--- config.mk ---
export PLATFORM = sky130hd
export DESIGN_NAME = nest_irq_ctrl
export DESIGN_NICKNAME = d
export VERILOG_FILES = /design/src/rtl/nic_pkg.sv /design/src/rtl/nic_ext_cond.sv /design/src/rtl/nic_arbiter.sv /design/src/rtl/nic_inservice.sv /design/src/rtl/nest_irq_ctrl.sv
export SDC_FILE = /design/constraint.sdc
export NUM_CORES = 1
export LEC_CHECK = 0
export ABC_AREA = 1
export BUFFER_PORTS_ARGS = -buffer_cell sky130_fd_sc_hd__buf_2
export CORE_MARGIN = 10
export CORE_UTILIZATION = 47
export CTS_CLUSTER_DIAMETER = 150
export DETAILED_ROUTE_END_ITERATION = 8
export MAX_ROUTING_LAYER = met4
export PLACE_DENSITY = 0.78
export REMOVE_ABC_BUFFERS = 1
export SKIP_LAST_GASP = 1
export SYNTH_ARGS = -nofsm -noshare
export SYNTH_HDL_FRONTEND = slang
export SYNTH_SLANG_ARGS = --single-unit
--- constraint.sdc ---
create_clock -name clk -period 16.2 [get_ports clk]
set_input_delay 3.24 -clock clk [delete_from_list [all_inputs] [get_ports clk]]
set_output_delay 3.24 -clock clk [all_outputs]
set_load 0.01 [all_outputs]
--- src/rtl/nic_pkg.sv ---
package nic_pkg;
    localparam int LVL_W = 2;
    localparam int N_LVL = 1 << LVL_W;
    typedef logic [LVL_W-1:0] lvl_t;
endpackage

--- src/rtl/nic_ext_cond.sv ---
module nic_ext_cond #(
    parameter int N_EXT = 2
) (
    input  logic             clk,
    input  logic             rst_n,
    input  logic [N_EXT-1:0] pin,
    input  logic [N_EXT-1:0] edge_mode,
    input  logic [N_EXT-1:0] clr,
    output logic [N_EXT-1:0] req
);
    typedef struct packed {
        logic [N_EXT-1:0] smp;
        logic [N_EXT-1:0] prv;
        logic [N_EXT-1:0] flg;
    } cond_t;

    cond_t st_d, st_q;

    always_comb begin
        st_d     = st_q;
        st_d.smp = pin;
        st_d.prv = st_q.smp;
        for (int k = 0; k < N_EXT; k++) begin
            if (edge_mode[k])
                st_d.flg[k] = (st_q.prv[k] & ~st_q.smp[k]) | (st_q.flg[k] & ~clr[k]);
            else
                st_d.flg[k] = 1'b0;
        end
    end

    always_ff @(posedge clk or negedge rst_n) begin
        if (!rst_n) begin
            st_q.smp <= '1;
            st_q.prv <= '1;
            st_q.flg <= '0;
        end else begin
            st_q <= st_d;
        end
    end

    for (genvar g = 0; g < N_EXT; g++) begin : g_req
        assign req[g] = edge_mode[g] ? st_q.flg[g] : ~st_q.smp[g];
    end
endmodule

--- src/rtl/nic_arbiter.sv ---
module nic_arbiter
    import nic_pkg::*;
#(
    parameter int N_SRC = 14,
    parameter int IDW   = 4
) (
    input  logic [N_SRC-1:0] pend,
    input  logic [N_SRC-1:0] prio_lo,
    input  logic [N_SRC-1:0] prio_hi,
    output logic             found,
    output logic [IDW-1:0]   win_id,
    output lvl_t             win_lvl
);
    always_comb begin
        lvl_t cand;
        found   = 1'b0;
        win_id  = '0;
        win_lvl = '0;
        for (int i = 0; i < N_SRC; i++) begin
            cand = {prio_hi[i], prio_lo[i]};
            if (pend[i] && (!found || cand > win_lvl)) begin
                found   = 1'b1;
                win_id  = IDW'(i);
                win_lvl = cand;
            end
        end
    end
endmodule

--- src/rtl/nic_inservice.sv ---
module nic_inservice
    import nic_pkg::*;
(
    input  logic             clk,
    input  logic             rst_n,
    input  logic             push,
    input  lvl_t             push_lvl,
    input  logic             pop,
    output logic [N_LVL-1:0] mask,
    output logic             top_valid,
    output lvl_t             top_lvl
);
    typedef struct packed {
        logic [N_LVL-1:0] mask;
    } svc_t;

    svc_t sv_d, sv_q;

    always_comb begin
        top_lvl = '0;
        for (int i = 0; i < N_LVL; i++)
            if (sv_q.mask[i]) top_lvl = lvl_t'(i);
        top_valid = |sv_q.mask;
        sv_d = sv_q;
        if (push)
            sv_d.mask[push_lvl] = 1'b1;
        else if (pop && top_valid)
            sv_d.mask[top_lvl] = 1'b0;
    end

    always_ff @(posedge clk or negedge rst_n) begin
        if (!rst_n) sv_q <= '0;
        else        sv_q <= sv_d;
    end

    assign mask = sv_q.mask;
endmodule

--- src/rtl/nest_irq_ctrl.sv ---
module nest_irq_ctrl
    import nic_pkg::*;
#(
    parameter int N_SRC = 14,
    parameter int N_EXT = 2,
    localparam int IDW   = $clog2(N_SRC),
    localparam int N_PER = N_SRC - N_EXT
) (
    input  logic             clk,
    input  logic             rst_n,
    input  logic [N_EXT-1:0] ext_pin,
    input  logic [N_EXT-1:0] ext_edge,
    input  logic [N_PER-1:0] per_req,
    input  logic [N_SRC-1:0] src_en,
    input  logic             glob_en,
    input  logic [N_SRC-1:0] prio_lo,
    input  logic [N_SRC-1:0] prio_hi,
    input  logic             insn_start,
    input  logic             ack,
    input  logic             reti,
    input  logic             sleep,
    output logic             irq,
    output logic [IDW-1:0]   irq_id,
    output logic             wake
);
    typedef struct packed {
        logic           irq;
        logic [IDW-1:0] id;
        lvl_t           lvl;
    } out_t;

    out_t             ou_d, ou_q;
    logic [N_EXT-1:0] ext_req;
    logic [N_EXT-1:0] ext_clr;
    logic [N_SRC-1:0] raw_req;
    logic [N_SRC-1:0] pend;
    logic             found;
    logic [IDW-1:0]   win_id;
    lvl_t             win_lvl;
    logic [N_LVL-1:0] isr_mask;
    logic             top_valid;
    lvl_t             top_lvl;
    logic             ack_take;
    logic             eligible;

    assign ack_take = ack & ou_q.irq;

    for (genvar g = 0; g < N_EXT; g++) begin : g_clr
        assign ext_clr[g] = ack_take && (ou_q.id == IDW'(g));
    end

    nic_ext_cond #(.N_EXT(N_EXT)) u_ext (
        .clk       (clk),
        .rst_n     (rst_n),
        .pin       (ext_pin),
        .edge_mode (ext_edge),
        .clr       (ext_clr),
        .req       (ext_req)
    );

    assign raw_req = {per_req, ext_req};

    for (genvar s = 0; s < N_SRC; s++) begin : g_pend
        assign pend[s] = raw_req[s] & src_en[s] & glob_en;
    end

    nic_arbiter #(.N_SRC(N_SRC), .IDW(IDW)) u_arb (
        .pend    (pend),
        .prio_lo (prio_lo),
        .prio_hi (prio_hi),
        .found   (found),
        .win_id  (win_id),
        .win_lvl (win_lvl)
    );

    nic_inservice u_isv (
        .clk       (clk),
        .rst_n     (rst_n),
        .push      (ack_take),
        .push_lvl  (ou_q.lvl),
        .pop       (reti),
        .mask      (isr_mask),
        .top_valid (top_valid),
        .top_lvl   (top_lvl)
    );

    assign eligible = found && (!top_valid || (win_lvl > top_lvl));

    always_comb begin
        ou_d = ou_q;
        if (ack_take) begin
            ou_d.irq = 1'b0;
        end else if (insn_start) begin
            ou_d.irq = eligible;
            ou_d.id  = win_id;
            ou_d.lvl = win_lvl;
        end
    end

    always_ff @(posedge clk or negedge rst_n) begin
        if (!rst_n) ou_q <= '0;
        else        ou_q <= ou_d;
    end

    assign irq    = ou_q.irq;
    assign irq_id = ou_q.id;
    assign wake   = sleep & glob_en & (|(ext_req & src_en[N_EXT-1:0]));
endmodule

**After elaboration in Yosys (flattened, before gate mapping)**

Cells that the tools add are included.

- Multiplexer cells: 56
- $lt $le $gt $ge: 18
- Reductions and logical operators: 53
- Bitwise gates (word level): 46
- Equal/unequal tests: 1

Operators with widths:

| cell | count |
|---|---|
| two-way mux 2 bit | 18 |
| AND 1 bit | 35 |
| two-way mux 4 bit | 8 |
| > comparator 2 bit | 14 |
| two-way mux 1 bit | 23 |
| logical AND 1 bit | 19 |
| zero test 1 bit | 14 |
| logical OR 1 bit | 14 |
| two-way mux 3 bit | 4 |
| two-way mux 7 bit | 1 |
| less-than comparator 2 x 3 -> 1 bit, second input constant | 2 |
| NOT 1 bit | 5 |
| AND 4 bit | 1 |
| demux 1 bit (select 2 bit) | 2 |
| == test 4 x 1 -> 1 bit, second input constant | 1 |
| >= comparator 2 x 1 -> 1 bit, second input constant | 2 |
| zero test 4 bit | 1 |
| NOT 4 bit | 1 |
| bitwise OR 4 bit | 1 |
| nonzero test 2 bit | 2 |
| OR reduction 4 bit | 1 |
| AND 2 bit | 1 |
| bitwise OR 1 bit | 2 |
| AND reduction 2 bit | 1 |
| OR reduction 2 bit | 1 |

- Word-level logic and storage cells: 181
- Bits of input ports: 65
- Output and inout port bits: 6
- Flip-flop bits (word level): 17

**Depth between registers and ports, before layout**

Gate-level depths: netlist of the first run.

- Depth after elaboration: 62
- Depth in mapped cells: 117
- Gate-level depth less buffers: 117

**Cells and area by module**

From an unflattened synthesis of the first run, not the netlist that was laid out.

- Cell total of the unflattened synthesis: 384
- Area total of the unflattened synthesis: 2,331.0 um2

Modules (own cells, without submodules):

| module | cells each | area an instance (um2) | instances | seq. area each (um2) |
|---|---|---|---|---|
| nic_arbiter | 245 | 1,342.5 | 1 | 0.0 |
| nest_irq_ctrl | 84 | 523.0 | 1 | 175.2 |
| nic_inservice | 35 | 250.2 | 1 | 100.1 |
| nic_ext_cond | 20 | 215.2 | 1 | 155.1 |

**Least setup slack after synthesis of the first run**

Ideal clock, no wire load.

- Kind: input port to flip-flop
- Start point: in ext_edge[0]
- End point: reg ou_q, in the netlist irq
- Data required time: 16,077 ps
- Setup slack: 22 ps
- Stages: 112
- Data arrival time: 16,055 ps
- Path buffers: 0
- Setup time: 123 ps
- Cells stage by stage: inv_1 nand2_1 nand3_2 nor2_1 inv_1 ha_1 nand2_1 nand2_1 nand2_1 nand2_1 nand2_1 nand2_1 and2_1 ha_1 inv_1 nor2_1 o21ai_0 nand2_1 [76 not listed] nand2_4 nand2_2 and2_1 ha_1 inv_1 nor2_1 o21ai_0 nand2_1 nand2_1 or2_2 and2_1 ha_1 inv_1 nor2_1 o21ai_0 a21oi_1 o21ai_0 nand2_1

- Cells in the longest elaborated chain, start to end: 61
- Elaborated cells on any way between the ends: 88
- Classes of those cells: order compare: 14; mux: 31; bitwise: 2; reduce/logical: 41

Ends and longest elaborated chain:

| item | line | source |
|---|---|---|
| start: declaration | nest_irq_ctrl.sv:12 | `input logic [N_EXT-1:0] ext_edge,` |
| two-way mux 1 bit (*) | nic_ext_cond.sv:42 | `assign req[g] = edge_mode[g] ? st_q.flg[g] : ~st_q.smp[g];` |
| AND 1 bit (*) (2 in a row) | nest_irq_ctrl.sv:64 | `assign pend[s] = raw_req[s] & src_en[s] & glob_en;` |
| two-way mux 2 bit / two-way mux 1 bit (equally long branches) | nic_arbiter.sv:21 | `if (pend[i] && (!found \|\| cand > win_lvl)) begin` |
| > comparator 2 bit / zero test 1 bit (equally long branches) | nic_arbiter.sv:21 |  |
| logical OR 1 bit | nic_arbiter.sv:21 |  |
| logical AND 1 bit | nic_arbiter.sv:21 |  |
| two-way mux 2 bit / two-way mux 1 bit (equally long branches) | nic_arbiter.sv:21 |  |
| > comparator 2 bit / zero test 1 bit (equally long branches) | nic_arbiter.sv:21 |  |
| [45 not listed] | -- |  |
| logical AND 1 bit | nic_arbiter.sv:21 |  |
| two-way mux 2 bit (*) | nic_arbiter.sv:21 |  |
| named net u_arb.win_lvl[1] | nic_arbiter.sv:12 | `output lvl_t win_lvl` |
| > comparator 2 bit (*) | nest_irq_ctrl.sv:87 | `assign eligible = found && (!top_valid \|\| (win_lvl > top_lvl));` |
| logical OR 1 bit (*) | nest_irq_ctrl.sv:87 |  |
| logical AND 1 bit (*) | nest_irq_ctrl.sv:87 |  |
| two-way mux 7 bit (*) | nest_irq_ctrl.sv:93 | `end else if (insn_start) begin` |
| two-way mux 1 bit (*) | nest_irq_ctrl.sv:91 | `if (ack_take) begin` |
| end signal: assignment | nest_irq_ctrl.sv:102 | `else ou_q <= ou_d;` |
| end: declaration | nest_irq_ctrl.sv:32 | `out_t ou_d, ou_q;` |

The timed path passes the listed nets; every way through them passes the cells marked *. The select of a mux whose other input is x is not followed.
A chain may end at the register's enable or synchronous reset.

**Worst setup path in the final report of the first run**

- Start point: in glob_en
- End point: reg ou_q, in the netlist irq

- Cells in the longest elaborated chain, start to end: 59
- Elaborated cells on any way between the ends: 99
- Classes of those cells: order compare: 14; mux: 30; bitwise: 14; reduce/logical: 41

Ends and longest elaborated chain:

| item | line | source |
|---|---|---|
| start: declaration | nest_irq_ctrl.sv:15 | `input logic glob_en,` |
| AND 1 bit | nest_irq_ctrl.sv:64 |  |
| two-way mux 2 bit / two-way mux 1 bit (equally long branches) | nic_arbiter.sv:21 |  |
| > comparator 2 bit / zero test 1 bit (equally long branches) | nic_arbiter.sv:21 |  |
| logical OR 1 bit | nic_arbiter.sv:21 |  |
| logical AND 1 bit | nic_arbiter.sv:21 |  |
| two-way mux 2 bit / two-way mux 1 bit (equally long branches) | nic_arbiter.sv:21 |  |
| > comparator 2 bit / zero test 1 bit (equally long branches) | nic_arbiter.sv:21 |  |
| logical OR 1 bit | nic_arbiter.sv:21 |  |
| [44 not listed] | -- |  |
| logical AND 1 bit | nic_arbiter.sv:21 |  |
| two-way mux 2 bit (*) | nic_arbiter.sv:21 |  |
| named net u_arb.win_lvl[1] | nic_arbiter.sv:12 |  |
| > comparator 2 bit (*) | nest_irq_ctrl.sv:87 |  |
| logical OR 1 bit (*) | nest_irq_ctrl.sv:87 |  |
| logical AND 1 bit (*) | nest_irq_ctrl.sv:87 |  |
| two-way mux 7 bit (*) | nest_irq_ctrl.sv:93 |  |
| two-way mux 1 bit (*) | nest_irq_ctrl.sv:91 |  |

Marked as above.

==> results.md, run 1 <==
Critical path:
- The critical path launch point type is an input pin.
- Counting both buffers and inverters, the worst setup path holds a total of 15.
- The data required time at the worst endpoint is 16400 ps.
- In this design, the largest share of critical-path delay is due to simple AND/OR/NAND/NOR gates.
- The slowest stage of the critical path is the ha_1 cell.
- The category of the worst setup path capture point is a register.
- The depth of the critical timing path with buffers and inverters included is 113.
- The source of the critical timing path is glob_en.
- The most critical setup path has its endpoint at irq.
- The setup slack of the most critical reg-to-reg path is 2660 ps.
- The critical-path maximum fanout is 4.
- The largest single stage delay on the critical path is 290 ps.
- Counting stages on the worst path, the most repeated cell is nand2_2.
- The setup path with the least slack is of type in -> reg.
- The worst register-to-register path has a depth of 113.
- At the worst endpoint, the arrival time is 16370 ps.
- The capturing point of the worst reg2reg path is irq.
- The startpoint identified for the worst register-to-register timing path is u_ext.st_d[2].

STA:
- The max-slew violation count is 0.
- The count of endpoints failing hold in the final timing report came to 0.
- Across all hold checks on the routed design, the worst slack comes to 382 ps.
- The worst slew slack as a fraction of its limit is 0.763.
- Derived from the worst setup path, the maximum achievable clock frequency is 61.9 MHz.
- The measured slew at the worst slew-check pin is 355 ps.
- Setup violations remaining at the end of the flow were counted as 0.
- Across all setup checks in the final design, the least slack found is 32.4 ps.
- The minimum clock period is 16170 ps.
- The worst clock skew is 3.03 ps.
- Setup repair after global routing could not meet its margin everywhere.
- The final critical-path share of the clock period is 0.998.
- Summed over all failing endpoints, the final setup total negative slack is 0 ps.

Cells and area:
- 0 antenna diodes ended up in the layout.
- The post-layout instance count excluding filler cells is 552.
- From synthesis to final layout, the design area changed by 64.5%.
- At the end of the flow the core is filled with cells to 0.817.
- After filler insertion, the fill cell instance count of the layout stands at 279.
- Of the cells placed in the final design, the portion with a size suffix greater than 1 is 0.534.
- The final net count is 587.

Routing:
- After detailed routing, no signal wire sits above met4.
- The wire length per cell after detailed routing is 14.0 um.
- The detailed-route wire length is 7.74 mm.
- The iteration-0 DRC count of the detailed router is 111.
- The routed design uses 305 um of met3 wire.
- Wire segments on met2 add up to 4.30 mm in the final route.
- The vias per cell is 5.12.
- For this run, design rule violations remaining after detail routing come to 0.
- The remaining number of nets flagged by the antenna check after routing is 0.
- The number of optimization iterations in the first detailed-route pass is 4.
- After detailed routing, the wire length on met1 is 3.01 mm.
- Summing over every cut layer, the via total after detailed routing is 2824.

Global route:
- The number of global-route vias before repair is 2662.
- The first global-routing pass estimated 10.7 mm of wire.
- The initial antenna violation count is 0.
- For this run the aggregate overflow at the end of global routing stands at 0.
- The overall routing resource usage is 0.166.
- Entering global routing, the biggest net connects 18 pins.

Floorplan:
- 71 I/O pins were placed.
- The core area is 4470 um^2.
- From left edge to right edge, the die measures 88.7 um.
- The area enclosed by the die boundary is 7870 um^2.
- The initial utilization of the core area, before any placement, comes to 0.496.
- The overall die height is 88.7 um.
- The floorplan has 24 rows.

Synthesis:
- The average instance in the mapped netlist occupies 6.15 um^2.
- The Yosys step of the flow raised 0 warnings.
- Of the post-synthesis cell area, the dominant cell type holds 0.146.
- The synthesized instance count is 361.
- Ranked by total cell area, the synthesized netlist is headed by dfrtp_1 (15%), nand2_1 (14%), inv_1 (13%).
- The share of the Yosys chip area taken by registers is 0.194.
- The synthesized area is 2220 um^2.
- The number of storage elements in the synthesis netlist is 17.
- The largest area contributor in the netlist is dfrtp_1.
- The netlist uses 28 different library cells.

Power:
- For this design the static power due to leakage is 2.15 nW.
- For this design the ratio of total power to cell area is 76.4 nW/um^2.
- The largest vdd supply drop is 0.0000423 V.

Placed design:
- The wire-length estimate of the detail-placed layout is 5.14 mm.
- Port buffering added 70 buffers.
- The number of placed instances with taps included is 520.
- Before CTS, the worst setup slack after placement is -1060 ps.
- The placer congestion estimate is 0.849.

Clocking:
- The clock net in this run drives a total of 17 sinks.
- TritonCTS built the clock tree.
- The clock root buffer master is clkbuf_8.
- Counting along the longest clock path gives a buffer depth of 2.
- The count of hold-fix buffers inserted at cts is 0.
- The CTS buffer count is 3.
- Clock-pin slew was measured on the worst setup and hold paths at 70 ps.
- In this run the number of H-tree levels came out at 1.
- The clock reaches the later pin of the worst-skew pair after 260 ps.

Run status:
- The run finished with clean final reports.

Worst hold path:
- The path class of the tightest hold or removal check is reg -> reg.

Job:
- The tool flagged a number of max-cap violations equal to 0.
power by group:
group	total [mW]	internal [mW]	switching [mW]
logic	0.185	0.0862	0.0983
clock network	0.0322	0.0171	0.0151
registers	0.0624	0.0539	0.00859
cells in the mapped netlist, drive strengths merged:
library cell / instances
nand2: 112
inv: 77
nand3: 39
nor2: 30
o21ai: 29
ha: 21
dfrtp: 13
or2: 6
a21oi: 5
buf: 5
and2: 4
dfstp: 4
a31oi: 2
a32oi: 2
nor3: 2
o22ai: 2
o41ai: 2
a22oi: 1
a32o: 1
clkinv: 1
nand3b: 1
nand4: 1
o21bai: 1
kinds of logic (layout without fill, tap and decap cells):
family,after synthesis,count (layout),synth area share
simple gates,195,195,0.424
compound gates,45,45,0.115
fa+ha+maj,21,21,0.118
flops,17,17,0.194
buf+inv,83,222,0.149
sequential cells by signal, summed over array words and instances (netlist names):
name,cells
ou_q,2
u_ext.st_q,4
irq_id,4
irq,1
u_ext.st_d,2
u_isv.mask,4
placed cells by master, fill, tap and decap left out, types with 10 or more instances in the layout:
| cell | synthesis | layout |
|---|---|---|
| inv_1 | 74 | 68 |
| buf_2 | 0 | 67 |
| buf_4 | 5 | 67 |
| nand2_1 | 85 | 65 |
| nand2_2 | 24 | 32 |
| nor2_1 | 30 | 24 |
| nand3_1 | 30 | 23 |
| nand2_4 | 3 | 15 |
| nand3_2 | 9 | 14 |
| dfrtp_1 | 13 | 13 |
| o21ai_2 | 0 | 12 |
| ha_1 | 21 | 11 |
| ha_4 | 0 | 10 |
final cells by class:
cell class | instances | area [um^2] | area share
clock buffers | 3 | 41.3 | 0.0113
clock inverters | 1 | 5.00 | 0.00137
inverters | 78 | 297 | 0.0812
multi-input cells | 261 | 1910 | 0.523
flip-flops and latches | 17 | 430 | 0.118
well taps | 52 | 65.1 | 0.0178
repair buffers | 140 | 906 | 0.248
stage by stage:
| step | power, mW | instance area (um^2) |
|---|---|---|
| 6_report | 0.279 | 3650 |
| 5_1_grt | 0.302 | 3650 |
| 4_1_cts | 0.240 | 3180 |
| 3_5_place_dp | 0.194 | 2910 |
| 3_3_place_gp | 0.187 | 2910 |
| 2_1_floorplan | 0.147 | 2180 |
what timing repair did:
action / CTS / global route
setup endpoints to repair: 7 / 7
gates cloned: 0 / 0
endpoints found under the hold margin: 0 / 0
pin swaps: 25 / 85
resized for setup: 44 / 77
buffers inserted: 10 / 18
how the worst min path moves through the flow:
stage	from	slack (ps)	endpoint	cells past startpoint
3_5_place_dp	u_ext.st_d[3]	370	u_ext.st_q[3]	0
3_3_place_gp	u_ext.st_d[3]	370	u_ext.st_q[3]	0
4_1_cts	u_ext.st_d[3]	380	u_ext.st_q[3]	0
5_1_grt	u_ext.st_d[3]	380	u_ext.st_q[3]	0
6_report	u_ext.st_d[3]	380	u_ext.st_q[3]	0
2_1_floorplan	u_ext.st_d[2]	360	u_ext.st_q[2]	0
routing by layer:
| metal | GRT usage | up-vias |
|---|---|---|
| li1 | - | 1413 |
| met1 | 0.178 | 1315 |
| met2 | 0.318 | 82 |
| met3 | 0.0202 | 14 |
| met4 | 0.0294 | 0 |
| met5 | - | - |
Note: power is estimated with default switching activity, not from simulation.
==> inputs of run 2 (changes only) <==
- ABC_AREA: 1 -> 0
==> results.md, run 2 <==
Cells and area:
- The final net count is 517.
- The post-layout instance count excluding filler cells is 482.
- The post-layout instance area is 3560 um^2.
- From synthesis to final layout, the design area changed by 68.4%.
- Of the cells placed in the final design, the portion with a size suffix greater than 1 is 0.553.
- The repair_antennas step left the layout with diodes totalling 0.
- The utilization of the core after routing is 0.817.
- The library cell used most frequently in the layout, excluding fill and tap cells, is buf_4.
- In the layout the commonest cells are buf_4 (73), buf_2 (69), nand2_1 (31).

Global route:
- The met2 demand-to-capacity share in global routing is 0.341.
- The number of global-route vias before repair is 2760.
- Entering global routing, the biggest net connects 24 pins.
- The first global-routing pass estimated 11.8 mm of wire.
- The global routing met3 resource utilization is 0.0253.
- The initial antenna violation count was 0.
- The highest-utilization routing layer at the global route stage is met2.
- The sum of overflow across all layers after global routing is 0.
- In the global route stage, met1 resource usage came out at 0.204.
- The overall routing resource usage is 0.190.

Synthesis:
- Yosys attributes the largest share of cell area to dfrtp_1 (15%), ha_1 (12%), nand2_1 (6.2%).
- The count of warnings emitted by yosys is 0.
- The proportion of synthesized flip-flops having asynchronous set or reset is 1.00.
- The share of synthesized area in the top cell type comes to 0.154.
- The most used standard cell by instance count after synthesis is nand2_1.
- The largest total area in the synthesized netlist belongs to dfrtp_1.
- In the synthesized netlist, the number of instances is 283.
- The cell area that synthesis handed to floorplanning was 2110 um^2.
- The number of distinct standard cells referenced by the synthesized netlist is 55.
- The most used flip-flop cell after synthesis is dfrtp_1.
- The share of the Yosys chip area taken by registers is 0.204.
- By count the netlist is led by nand2_1 (35), a21oi_1 (23), inv_1 (23), nor2_1 (23), ha_1 (21).
- The synthesized design contains 17 register bits.
- The synthesized design contains 0 enable-type register cells.
- A synthesized cell averages 7.47 um^2.

Critical path:
- The worst setup path is launched from an input pin.
- The largest single stage delay on the critical path is 360 ps.
- By instance count, the cell type seen most on the critical path is ha_1.
- The worst register-to-register path begins at u_ext.st_d[2].
- The critical-path maximum fanout is 4.
- The data required time at the worst endpoint is 16340 ps.
- The data arrival time of the critical path is 18200 ps.
- The class of the most critical setup path is in -> reg.
- The category of the worst setup path capture point is a register.
- The critical path starts at ext_edge[0].
- The library cell contributing the largest single delay on the critical path is a221o_1.

STA:
- The max-slew violation count is 0.
- The minimum clock period is 18060 ps.
- The setup TNS is -9380 ps.
- The least setup slack across all paths after layout is -1860 ps.
- The worst slew slack as a fraction of its limit is 0.657.
- Setup violations remaining at the end of the flow were counted as 7.
- The worst clock skew is 4.63 ps.
- The final critical-path share of the clock period is 1.11.
- The maximum clock frequency is 55.4 MHz.
- For the pin with the worst max-slew slack, the measured transition is 507 ps.
- Setup repair after global routing could not meet its margin everywhere.
- Across all hold checks on the routed design, the worst slack comes to 377 ps.
- The count of endpoints failing hold in the final timing report came to 0.

Routing:
- The overall via count from detail_route is 2750.
- In this run the remaining antenna-violating nets after routing total 0.
- The routed design has 8.09 mm of wire.
- Dividing the detail-routed via count by the number of cells gives 5.71.
- In the final routed layout, each cell accounts on average for 16.8 um.
- The iteration-0 DRC count of the detailed router is 109.
- The first detailed-routing pass took 4 iterations.
- The number of remaining DRC errors is 0.

Power:
- The share of total power dissipated in combinational logic is 0.626.
- The total power of the final layout is 270 uW.
- The share of total power dissipated in sequential elements is 0.255.
- The standby leakage power is 1.79 nW.
- In this run the power spent charging and discharging nets is 111 uW.
- The worst-case IR drop observed on VDD is 0.0000391 V.
- Dividing total power by cell area gives a power density of 75.9 nW/um^2.
- Cell internal power was estimated by the tool at 158 uW.
- The net switching share of the total power is 0.413.
- The clock network power share is 0.119.

Clocking:
- TritonCTS built the clock tree.
- The count of hold-fix buffers inserted at cts is 0.
- The source-to-sink clock delay at the later pin of the worst-skew pair is 260 ps.
- The clock passes through at most 2 buffers.
- The number of levels in the clock H-tree is 1.
- In this run the clock root is driven by a clkbuf_8.
- The CTS buffer count is 3.
- After clock tree synthesis, the clock-pin slew on the worst setup and hold paths is 70 ps.
- The total number of clock tree sinks is 17.

Placed design:
- Including well taps, the total number of placed cells is 446.
- Timing analysis after detailed placement gives a worst setup slack of -2580 ps.
- In this run the tool buffered the top-level ports with 70 buffer cells.
- The HPWL after detailed placement is 5.12 mm.
- The post-detailed-placement cell area is 2840 um^2.
- The congestion estimate from routability-driven global placement came to 0.891.

Worst hold path:
- The tightest min-delay check is of the reg -> reg type.
- The worst hold path begins at u_ext.st_d[3].

Floorplan:
- The floorplan has 24 rows.
- The I/O pin count is 71.
- Measured along the x axis, the die boundary spans 87.1 um.
- The area enclosed by the die boundary is 7580 um^2.
- The initial utilization of the core area, before any placement, comes to 0.485.
- The die is 87.1 um tall.
- The core area is 4350 um^2.

Job:
- The tool flagged a number of max-cap violations equal to 0.

Run status:
- The run finished, with violations left.
- The checks that failed: negative setup slack.
[run 2: path summary, 6_finish.rpt]
kind	slack, ps	cells after the start	to
min in group asynchronous	2880	1	u_ext.st_q[0]
max reg2reg	810	88	irq
min reg2reg	380	0	u_ext.st_q[3]
max	-1860	89	irq
max in group asynchronous	13020	1	u_ext.st_q[3]
min	380	0	u_ext.st_q[3]
[run 2: cells by family (layout without fill, tap and decap cells)]
family / count (synthesis) / after routing / synth area share
multiplexers: 4 / 4 / 0.0231
flip-flops: 17 / 17 / 0.204
AO/OA/AOI/OAI: 91 / 91 / 0.302
buffers and inverters: 30 / 177 / 0.0639
adder cells (fa/ha/maj): 22 / 22 / 0.129
AND/OR/NAND/NOR: 119 / 119 / 0.278
[run 2: per-layer routing]
metal	wire, um	up-vias
met2	4210	104
li1	-	1328
met1	3280	1291
met4	261	0
met5	0	-
met3	337	27
[run 2: repair_timing]
item	CTS	global route
hold endpoints to repair	0	0
resized for setup	61	43
gates cloned	0	0
setup endpoints to repair	7	7
setup buffers	26	8
pin swaps	48	29
[run 2: cell type report]
type | count | area [um^2]
Tap cell | 52 | 65.1
Sequential cell | 17 | 430
Clock inverter | 1 | 5.00
Fill cell | 245 | 796
Timing Repair Buffer | 150 | 983
Multi-Input combinational cell | 236 | 1950
Clock buffer | 3 | 41.3
Inverter | 23 | 86.3
[run 2: power by group through the flow]
stage                     Clock, mW  Sequential (mW)  Combinational (mW)
final                        0.0321           0.0688               0.169
after global routing         0.0335           0.0703               0.186
after CTS                    0.0323           0.0685               0.143
after detailed placement          0           0.0687               0.121
after global placement            0           0.0674               0.116
after floorplan                   0           0.0679              0.0731
[run 2: worst max-delay path: cells and delay by family]
kind / cells / cell delay (ps)
fa+ha+maj: 14 / 3880
simple gates: 26 / 3810
compound gates: 40 / 5690
buf+inv: 7 / 910
mux: 2 / 630
==> inputs of run 3 (changes only) <==
- ABC_AREA: 0 -> default
- PLACE_DENSITY: 0.78 -> 0.8
==> results.md, run 3 (synthesis gave the netlist of run 2 again) <==
Cells and area:
- The repair_antennas step left the layout with diodes totalling 0.
- The utilization of the core after routing is 0.840.
- For this run, the post-layout net count is 523.
- The most common cell after layout, fill and taps aside is buf_4.
- The signed area change from the synthesized netlist to the final layout is 73.1%.
- The ratio of cells with drive above 1 in the final layout is 0.569.
- The total of fill cells in the finished design is 235.
- In the layout the commonest cells are buf_4 (84), buf_2 (69), nand2_1 (32).

Power:
- Of the total power, the share spent switching nets is 0.420.
- The clock network power share is 0.118.
- The analysis attributes to net switching a power of 119 uW.
- Summed over all cells, the static leakage comes to 1.82 nW.
- The internal cell power is 165 uW.
- The largest vdd supply drop is 0.0000460 V.
- The combinational share of power is 0.641.
- The total power of the final layout is 284 uW.
- Dividing total power by cell area gives a power density of 77.8 nW/um^2.
- The register share of total power is 0.241.

Clocking:
- In this run the number of H-tree levels came out at 1.
- In this run, CTS created clock tree buffers numbering 3.
- The TritonCTS clock tree is yes.
- Clock-pin slew was measured on the worst setup and hold paths at 80 ps.
- Clock latency on the worst-skew pair, taken at its later pin, is 270 ps.
- The clock root buffer master is clkbuf_8.
- The longest clock path from root to sink contains 2 buffers.
- Clock tree synthesis found a total of 17 sinks.

Critical path:
- Data arrives at the worst endpoint at 18140 ps.
- The most critical setup path has its startpoint at ext_edge[0].
- The critical-path maximum fanout is 5.
- The cell seen most often among critical-path stages is ha_4.
- The worst register-to-register path has a depth of 90.
- STA classifies the critical path endpoint as a register.
- The worst register-to-register path ends at irq.
- The startpoint of the most critical register-to-register path is u_ext.st_d[2].
- The worst setup path is of the in -> reg kind.
- The largest individual stage delay along the critical path comes from the cell a221o_1.
- The data required time at the worst endpoint is 16380 ps.
- The critical path launch point type is an input pin.
- The largest stage delay on the critical path is 370 ps.
- The setup slack of the most critical reg-to-reg path is 900 ps.

Run status:
- The final reports fail on negative setup slack.
- The flow ran to the end, but the final reports show violations.

Floorplan:
- The overall die height is 87.1 um.
- The row count is 24.
- The horizontal die dimension is 87.1 um.
- The I/O pin count is 71.
- The core region is 4350 um^2.
- The initial utilization of the core area, before any placement, comes to 0.485.
- The die covers 7580 um^2.

Placed design:
- The count of buffers added on input and output ports is 70.
- The placer congestion estimate is 0.937.
- Once detailed placement completed, the half-perimeter wirelength came to 5.14 mm.
- The setup slack after placement is -2530 ps.

Worst hold path:
- The hold path startpoint is u_ext.st_d[2].
- The endpoint with the worst hold slack is u_ext.st_q[2].
- The worst hold path was traced through 0 stages.
- The min-delay analysis places its worst path in the category reg -> reg.

Global route:
- The sum of overflow across all layers after global routing is 0.
- The largest net degree at the start of global routing is 21.
- In the global route stage, overall resource usage came out at 0.186.
- The initial antenna violation count was 0.
- The first global-routing pass estimated 11.7 mm of wire.
- The number of global-route vias before repair is 2810.

STA:
- The max-slew violation count is 0.
- The worst hold-check slack is 381 ps.
- The minimum clock period is 17960 ps.
- The measured slew at the worst slew-check pin is 481 ps.
- The setup TNS is -9350 ps.
- Headroom to the max-slew limit came out at 0.675.
- Clock skew on the completed layout was measured at 13.0 ps.
- The maximum clock frequency is 55.7 MHz.
- In the post-route analysis, the smallest setup slack over all paths is -1760 ps.
- The count of endpoints failing hold in the final timing report is 0.
- Of the available clock period, the critical path in the final layout requires 1.11.
- The setup-violating endpoint count in the final report is 7.
- Setup repair after global routing could not meet its margin everywhere.

Routing:
- The remaining number of nets flagged by the antenna check after routing is 0.
- The detailed router used layers up to and including met4.
- For this block, the routed nets add up to 8.85 mm of wire.
- The number of remaining DRC errors is 0.
- In the final routed layout, each cell accounts on average for 18.1 um.
- Using the TritonRoute via totals, the vias-per-cell ratio works out to 5.93.
- In the detailed route, the total length drawn on met2 is 4.53 mm.
- The routed length on met1 is 3.34 mm.
- After detailed routing, the met3 layer carries 603 um of wire.
- The first TritonRoute pass finished after 5 iterations.
- For this block, the via count after detailed routing is 2894.
- The iteration-0 DRC count of the detailed router is 123.

Job:
- The total of max-cap violations is 0.
[run 3: how the worst max path moves through the flow]
stage	cells after the start	endpoint
finish	91	irq
global route	95	irq
CTS	91	irq
detailed placement	93	irq
global placement	93	irq
floorplan	88	irq
[run 3: area by class of cell]
| type | instances | area (um^2) | share of cell area |
|---|---|---|---|
| clock inverters | 1 | 7.51 | 0.00205 |
| multi-input cells | 236 | 2020 | 0.551 |
| inverters | 23 | 86.3 | 0.0236 |
| clock buffers | 3 | 41.3 | 0.0113 |
| flip-flops and latches | 17 | 430 | 0.118 |
| well taps | 52 | 65.1 | 0.0178 |
| repair buffers | 156 | 1010 | 0.276 |
[run 3: what timing repair did]
action	4_1_cts	5_1_grt
hold buffers	0	0
cloned	0	0
setup endpoints to repair	7	7
buffers inserted	28	11
pin swaps	46	44
gates resized for setup	67	41
[run 3: layer usage]
metal / vias to the layer above / GRT usage
met4: 0 / 0.0501
met3: 42 / 0.0281
met2: 147 / 0.328
li1: 1345 / -
met1: 1360 / 0.212
met5: - / -
[run 3: power by group through the flow]
stage / sequential (mW) / clock, mW / combinational, mW
after floorplan: 0.0679 / 0 / 0.0731
after global placement: 0.0675 / 0 / 0.118
after detailed placement: 0.0679 / 0 / 0.122
after CTS: 0.0672 / 0.0329 / 0.148
after global routing: 0.0705 / 0.0349 / 0.198
final: 0.0686 / 0.0334 / 0.182
[run 3: metrics by stage]
stage,cell area [um^2],cells
3_3_place_gp,2840,446
4_1_cts,3360,477
5_1_grt,3660,488
2_1_floorplan,2060,276
6_report,3660,488
3_5_place_dp,2840,446
[run 3: critical path, delay by kind of cell]
kind,cells,cell delay [ps]
and+or+nand+nor,29,4170
muxes,2,670
adders and majority gates,15,3760
buffers and inverters,6,560
AOI/OAI and AO/OA,39,5730
